File: src/rtl/fwd_pkg.sv
package fwd_pkg;
  localparam int SEL_W = 3;
  typedef logic [SEL_W-1:0] sel_t;

  // Select codes reported per operand; ordering is youngest-first.
  localparam sel_t SEL_BASE = 3'd0;
  localparam sel_t SEL_MR   = 3'd1;
  localparam sel_t SEL_MW   = 3'd2;
  localparam sel_t SEL_WB   = 3'd3;
  localparam sel_t SEL_FW   = 3'd4;
endpackage

File: src/rtl/fwd_hold.sv
// One-cycle copy of the write-back port: the FW stage.
module fwd_hold #(
  parameter int XLEN = 32,
  parameter int RIDX = 5
) (
  input  logic            clk,
  input  logic            rst_n,
  input  logic [RIDX-1:0] in_dst,
  input  logic            in_we,
  input  logic [XLEN-1:0] in_val,
  output logic [RIDX-1:0] out_dst,
  output logic            out_we,
  output logic [XLEN-1:0] out_val
);
  always_ff @(posedge clk or negedge rst_n) begin
    if (!rst_n) begin
      out_dst <= '0;
      out_we  <= 1'b0;
      out_val <= '0;
    end else begin
      out_dst <= in_dst;
      out_we  <= in_we;
      out_val <= in_val;
    end
  end
endmodule

File: src/rtl/fwd_pick.sv
// Priority select of one source operand over NP producers; index 0 is youngest.
module fwd_pick
  import fwd_pkg::*;
#(
  parameter int XLEN = 32,
  parameter int RIDX = 5,
  parameter int NP   = 4,
  parameter logic [NP-1:0][SEL_W-1:0] CODES = '0
) (
  input  logic [RIDX-1:0]          src,
  input  logic [XLEN-1:0]          base,
  input  logic [NP-1:0][RIDX-1:0]  p_dst,
  input  logic [NP-1:0]            p_we,
  input  logic [NP-1:0][XLEN-1:0]  p_val,
  output logic [XLEN-1:0]          val,
  output sel_t                     sel
);
  logic [NP-1:0] hit;

  always_comb begin
    for (int i = 0; i < NP; i++)
      hit[i] = p_we[i] && (src != '0) && (p_dst[i] == src);
  end

  // Walk from oldest to youngest so the youngest hit overwrites last.
  always_comb begin
    val = base;
    sel = SEL_BASE;
    for (int i = NP-1; i >= 0; i--) begin
      if (hit[i]) begin
        val = p_val[i];
        sel = CODES[i];
      end
    end
  end
endmodule

File: src/rtl/fwd_stall.sv
// Stall decision for one ID source: nearest producer among EX and MR decides.
module fwd_stall #(
  parameter int RIDX = 5
) (
  input  logic [RIDX-1:0] src,
  input  logic [RIDX-1:0] ex_dst,
  input  logic            ex_we,
  input  logic            ex_rdy,
  input  logic [RIDX-1:0] mr_dst,
  input  logic            mr_we,
  input  logic            mr_rdy,
  output logic            need
);
  logic ex_hit, mr_hit;

  assign ex_hit = ex_we && (src != '0) && (ex_dst == src);
  assign mr_hit = mr_we && (src != '0) && (mr_dst == src);

  always_comb begin
    if (ex_hit)      need = !ex_rdy;
    else if (mr_hit) need = !mr_rdy;
    else             need = 1'b0;
  end
endmodule

File: src/rtl/fwd_unit8.sv
module fwd_unit8
  import fwd_pkg::*;
#(
  parameter int XLEN = 32,
  parameter int RIDX = 5
) (
  input  logic            clk,
  input  logic            rst_n,
  input  logic [RIDX-1:0] id_rs,
  input  logic [RIDX-1:0] id_rt,
  input  logic [XLEN-1:0] id_rs_rf,
  input  logic [XLEN-1:0] id_rt_rf,
  input  logic [RIDX-1:0] ex_rs,
  input  logic [RIDX-1:0] ex_rt,
  input  logic [XLEN-1:0] ex_rs_in,
  input  logic [XLEN-1:0] ex_rt_in,
  input  logic [RIDX-1:0] ex_dst,
  input  logic            ex_we,
  input  logic            ex_rdy,
  input  logic [RIDX-1:0] mr_dst,
  input  logic            mr_we,
  input  logic            mr_rdy,
  input  logic [XLEN-1:0] mr_val,
  input  logic [RIDX-1:0] mw_dst,
  input  logic            mw_we,
  input  logic [XLEN-1:0] mw_val,
  input  logic [RIDX-1:0] wb_dst,
  input  logic            wb_we,
  input  logic [XLEN-1:0] wb_val,
  output logic [XLEN-1:0] id_rs_val,
  output logic [XLEN-1:0] id_rt_val,
  output logic [XLEN-1:0] ex_rs_val,
  output logic [XLEN-1:0] ex_rt_val,
  output logic [SEL_W-1:0] id_rs_sel,
  output logic [SEL_W-1:0] id_rt_sel,
  output logic [SEL_W-1:0] ex_rs_sel,
  output logic [SEL_W-1:0] ex_rt_sel,
  output logic            stall
);
  localparam int NOPS  = 2;  // source operands per stage
  localparam int NP_ID = 4;  // MR, MW, WB, FW
  localparam int NP_EX = 2;  // MR, WB
  localparam logic [NP_ID-1:0][SEL_W-1:0] ID_CODES = {SEL_FW, SEL_WB, SEL_MW, SEL_MR};
  localparam logic [NP_EX-1:0][SEL_W-1:0] EX_CODES = {SEL_WB, SEL_MR};

  // FW stage
  logic [RIDX-1:0] fw_dst;
  logic            fw_we;
  logic [XLEN-1:0] fw_val;

  fwd_hold #(.XLEN(XLEN), .RIDX(RIDX)) u_hold (
    .clk     (clk),
    .rst_n   (rst_n),
    .in_dst  (wb_dst),
    .in_we   (wb_we),
    .in_val  (wb_val),
    .out_dst (fw_dst),
    .out_we  (fw_we),
    .out_val (fw_val)
  );

  // Producer tables, youngest at index 0
  logic [NP_ID-1:0][RIDX-1:0] idp_dst;
  logic [NP_ID-1:0]           idp_we;
  logic [NP_ID-1:0][XLEN-1:0] idp_val;
  logic [NP_EX-1:0][RIDX-1:0] exp_dst;
  logic [NP_EX-1:0]           exp_we;
  logic [NP_EX-1:0][XLEN-1:0] exp_val;

  assign idp_dst = {fw_dst, wb_dst, mw_dst, mr_dst};
  assign idp_we  = {fw_we,  wb_we,  mw_we,  mr_we};
  assign idp_val = {fw_val, wb_val, mw_val, mr_val};
  assign exp_dst = {wb_dst, mr_dst};
  assign exp_we  = {wb_we,  mr_we};
  assign exp_val = {wb_val, mr_val};

  // Operand tables, index 0 = rs, 1 = rt
  logic [NOPS-1:0][RIDX-1:0] id_src, ex_src;
  logic [NOPS-1:0][XLEN-1:0] id_base, ex_base, id_res, ex_res;
  sel_t [NOPS-1:0]           id_code, ex_code;
  logic [NOPS-1:0]           need;

  assign id_src  = {id_rt, id_rs};
  assign ex_src  = {ex_rt, ex_rs};
  assign id_base = {id_rt_rf, id_rs_rf};
  assign ex_base = {ex_rt_in, ex_rs_in};

  for (genvar g = 0; g < NOPS; g++) begin : g_op
    fwd_pick #(.XLEN(XLEN), .RIDX(RIDX), .NP(NP_ID), .CODES(ID_CODES)) u_id_pick (
      .src   (id_src[g]),
      .base  (id_base[g]),
      .p_dst (idp_dst),
      .p_we  (idp_we),
      .p_val (idp_val),
      .val   (id_res[g]),
      .sel   (id_code[g])
    );

    fwd_pick #(.XLEN(XLEN), .RIDX(RIDX), .NP(NP_EX), .CODES(EX_CODES)) u_ex_pick (
      .src   (ex_src[g]),
      .base  (ex_base[g]),
      .p_dst (exp_dst),
      .p_we  (exp_we),
      .p_val (exp_val),
      .val   (ex_res[g]),
      .sel   (ex_code[g])
    );

    fwd_stall #(.RIDX(RIDX)) u_stall (
      .src    (id_src[g]),
      .ex_dst (ex_dst),
      .ex_we  (ex_we),
      .ex_rdy (ex_rdy),
      .mr_dst (mr_dst),
      .mr_we  (mr_we),
      .mr_rdy (mr_rdy),
      .need   (need[g])
    );
  end

  assign id_rs_val = id_res[0];
  assign id_rt_val = id_res[1];
  assign ex_rs_val = ex_res[0];
  assign ex_rt_val = ex_res[1];
  assign id_rs_sel = id_code[0];
  assign id_rt_sel = id_code[1];
  assign ex_rs_sel = ex_code[0];
  assign ex_rt_sel = ex_code[1];
  assign stall     = |need;
endmodule

File: config.mk
export PLATFORM = sky130hd
export DESIGN_NAME = fwd_unit8
export DESIGN_NICKNAME = d
export VERILOG_FILES = /design/src/rtl/fwd_pkg.sv /design/src/rtl/fwd_hold.sv /design/src/rtl/fwd_pick.sv /design/src/rtl/fwd_stall.sv /design/src/rtl/fwd_unit8.sv
export SDC_FILE = /design/constraint.sdc
export NUM_CORES = 1
export LEC_CHECK = 0
export BUFFER_PORTS_ARGS = -buffer_cell sky130_fd_sc_hd__buf_2
export CORE_AREA = 5 5 156 158
export CTS_CLUSTER_DIAMETER = 80
export CTS_CLUSTER_SIZE = 14
export DETAILED_ROUTE_END_ITERATION = 16
export DIE_AREA = 0 0 161 163
export SETUP_SLACK_MARGIN = 0.5
export SYNTH_ARGS = -nofsm -noshare
export SYNTH_HDL_FRONTEND = slang
export SYNTH_SLANG_ARGS = --single-unit
File: constraint.sdc
create_clock -name clk -period 12.1 [get_ports clk]
set_clock_uncertainty 0.15 [all_clocks]
set_input_delay 3.63 -clock clk [delete_from_list [all_inputs] [get_ports clk]]
set_output_delay 3.63 -clock clk [all_outputs]
set_load 0.01 [all_outputs]
==> impl_metrics.ini <==
[critical_path]
cp_data_required_time_ps = 8320
worst_ep_arrival_time_ps = 6540
worstSetupPathType = input port to output pin
timing.critical_path.from_type = input port
cp_max_fo = 32
crit_path_end_kind = output pin

[clock_tree]
ctsHoldBuffers = 0
path_clk_slew_ps = 60
cts_tree = built
cts.path.max_buffers = 2
tritoncts_num_sinks = 38
cts.repair.resized = 0
cts_root_cell = sky130_fd_sc_hd__clkbuf_16
cts_made_buffers = 5
cts_setup_buffers = 0
htree_depth = 2

[yosys]
netlist_area_before_placement_um2 = 6337
yosysUniqueCellTypes = 37
yosys_warnings = 0
post-synth-top-area-cell = sky130_fd_sc_hd__dfrtp_1
post_synth.cell_area_avg_um2 = 6.800
synth.top_cell.area_share = 0.1500
synth-seq-cells = 38
synth-seq-area-share = 0.1500
post_synth_inst_count = 932
netlist_top_cells_area = sky130_fd_sc_hd__dfrtp_1 15%, sky130_fd_sc_hd__mux2i_1 10%, sky130_fd_sc_hd__nand3_1 10%

[global_routing]
antenna_found_initial = 2
global_route.overflow_total = 0
grt_max_degree = 41
gr-usage-all-layers = 0.2358
global_route_wire_length_before_repair_um = 49520
grt_pass1_vias = 8760

[sta]
maxSlewViolCount = 0
setup_violations = 0
max-slew-margin-rel = 0.2306
worst-slew-pin-transition_ps = 1149
tns_ps = 0
timing.final.ws_setup_ps = 1781
timing.fmax_ghz = 0.09691
min_period_over_period = 0.8528
finalHoldViolCount = 0
grt_setup_unrepaired = no
holdWs_ps = 3356
timing.final.crit_period_ps = 10320

[cells_and_area]
final_cells = 1548
finalNetCount = 1528
final_layout_size_suffix_gt1_frac = 0.3678
nFillCells = 2535
syn_to_final_growth_pct = 34.04

[floorplanning]
die_area_um2 = 26240
fp.dieW_um = 161
rows = 56
io-pin-count = 413
die_height_um = 163
initial_core_utilization = 0.2758
design.core.area_um2 = 22980

[placed_design]
placedCellCount = 1539
finalWeightedCongestion = 0.8994
placement.io_buffers = 410
pre_cts_slack_ps = 1839
hpwlAfterDp_um = 24680

[routing]
wl_per_cell_um = 21.17
drc = 0
drt.antenna.violating_nets = 0
drt_pass1_iterations = 5
wirelength_um = 32770
vias = 8758
vias_per_cell = 5.658
starting_drt_drc_count = 741

[power_and_ir_drop]
power.leakage_nw = 3.610
vdd.ir_drop.worst_uv = 40.55
power.share.clock = 0.245
swShare = 0.3997
p_comb_frac = 0.498
power.switching_uw = 214.4
p_seq_frac = 0.257
power_report.internal_total_uw = 321.9
power.density_cell_area_nw_per_um2 = 63.13

[job]
number_of_maximum_capacitance_constraint_violations = 0

[outcome]
status = finished clean

[hold_path]
hold_class = input port to asynchronous set/reset pin
## metal layers
| layer | vias to the layer above | share of wire | GRT usage |
|---|---|---|---|
| li1 | 4065 | - | - |
| met1 | 4083 | 0.40 | 0.2923 |
| met2 | 539 | 0.48 | 0.4064 |
| met3 | 71 | 0.091 | 0.04961 |
| met4 | 0 | 0.028 | 0.08259 |
| met5 | - | 0 | 0 |
## per-stage QoR
stage / area, µm² / util / power [mW]
2_1_floorplan: 6341 / - / 0.2779
3_3_place_gp: 8357 / 0.3636 / 0.4033
3_5_place_dp: 8357 / 0.3636 / 0.4053
4_1_cts: 8489 / 0.3694 / 0.5406
5_1_grt: 8492 / 0.3695 / 0.5695
6_report: 8494 / 0.3696 / 0.5363
## power by group through the flow
stage | Sequential, mW | Combinational, mW | Clock, mW
detailed placement | 0.140 | 0.265 | 0
global placement | 0.140 | 0.264 | 0
finish | 0.138 | 0.267 | 0.132
CTS | 0.138 | 0.266 | 0.137
global route | 0.138 | 0.289 | 0.142
floorplan | 0.139 | 0.139 | 0
## worst max-delay path: stages
cell and delay [ps]:
sky130_fd_sc_hd__buf_2 160, sky130_fd_sc_hd__or4_4 600, sky130_fd_sc_hd__o211ai_4 910, sky130_fd_sc_hd__o21ai_0 360, sky130_fd_sc_hd__a211o_1 370, sky130_fd_sc_hd__a31oi_1 270, sky130_fd_sc_hd__buf_2 230
## placed cells by master (no fill, tap or decap), types with 22 or more instances in the layout
| cell type | n |
|---|---|
| sky130_fd_sc_hd__a211o_1 | 64 |
| sky130_fd_sc_hd__a21oi_1 | 64 |
| sky130_fd_sc_hd__a31oi_1 | 64 |
| sky130_fd_sc_hd__buf_2 | 410 |
| sky130_fd_sc_hd__buf_4 | 22 |
| sky130_fd_sc_hd__dfrtp_1 | 38 |
| sky130_fd_sc_hd__mux2i_1 | 64 |
| sky130_fd_sc_hd__nand2_1 | 72 |
| sky130_fd_sc_hd__nand3_1 | 128 |
| sky130_fd_sc_hd__nor2_1 | 71 |
| sky130_fd_sc_hd__o21ai_0 | 46 |
| sky130_fd_sc_hd__o21ai_1 | 82 |
| sky130_fd_sc_hd__xnor2_1 | 58 |
## area by class of cell
cell class	instances	area, µm²	area share
tap	290	362.8	0.04272
clock buffer	7	132.6	0.01561
multi-input combinational	779	4826	0.5681
sequential	38	950.9	0.1119
timing repair buffer	432	2217	0.2610
antenna	2	5.005	0.0005892
## Yosys cell counts (all sizes together)
master    n
xnor2    58
nand3   128
a21oi    64
a211o    64
nor2b     2
nor2     75
o211ai    4
o22ai     1
a31oi    64
nor4      6
o21ai   128
buf      57
mux2i    64
and4      4
xor2     12
or3       2
conb      1
nor3      4
or4       4
nand4    14
nand2    72
o211a     2
o22a      1
clkbuf   59
or2       4
dfrtp    38
## sequential cells by signal, summed over array words and instances, names as in the netlist
signal / count
u_hold.out_we: 1
u_hold.out_val: 32
u_hold.out_dst: 5
## cell families after synthesis
family / share of synthesized area
compound gates: 0.3194
xor+xnor: 0.09674
buf+inv: 0.09931
flops: 0.1500
mux: 0.1011
other cells: 0.0005917
simple gates: 0.2328
## final timing paths
check / from / to
max: id_rt[1] / id_rt_val[31]
min: rst_n / u_hold.out_val[8]
max in group asynchronous: rst_n / u_hold.out_val[17]
min in group clk: wb_val[1] / u_hold.out_val[1]
Power figures use the tool's default switching activity.
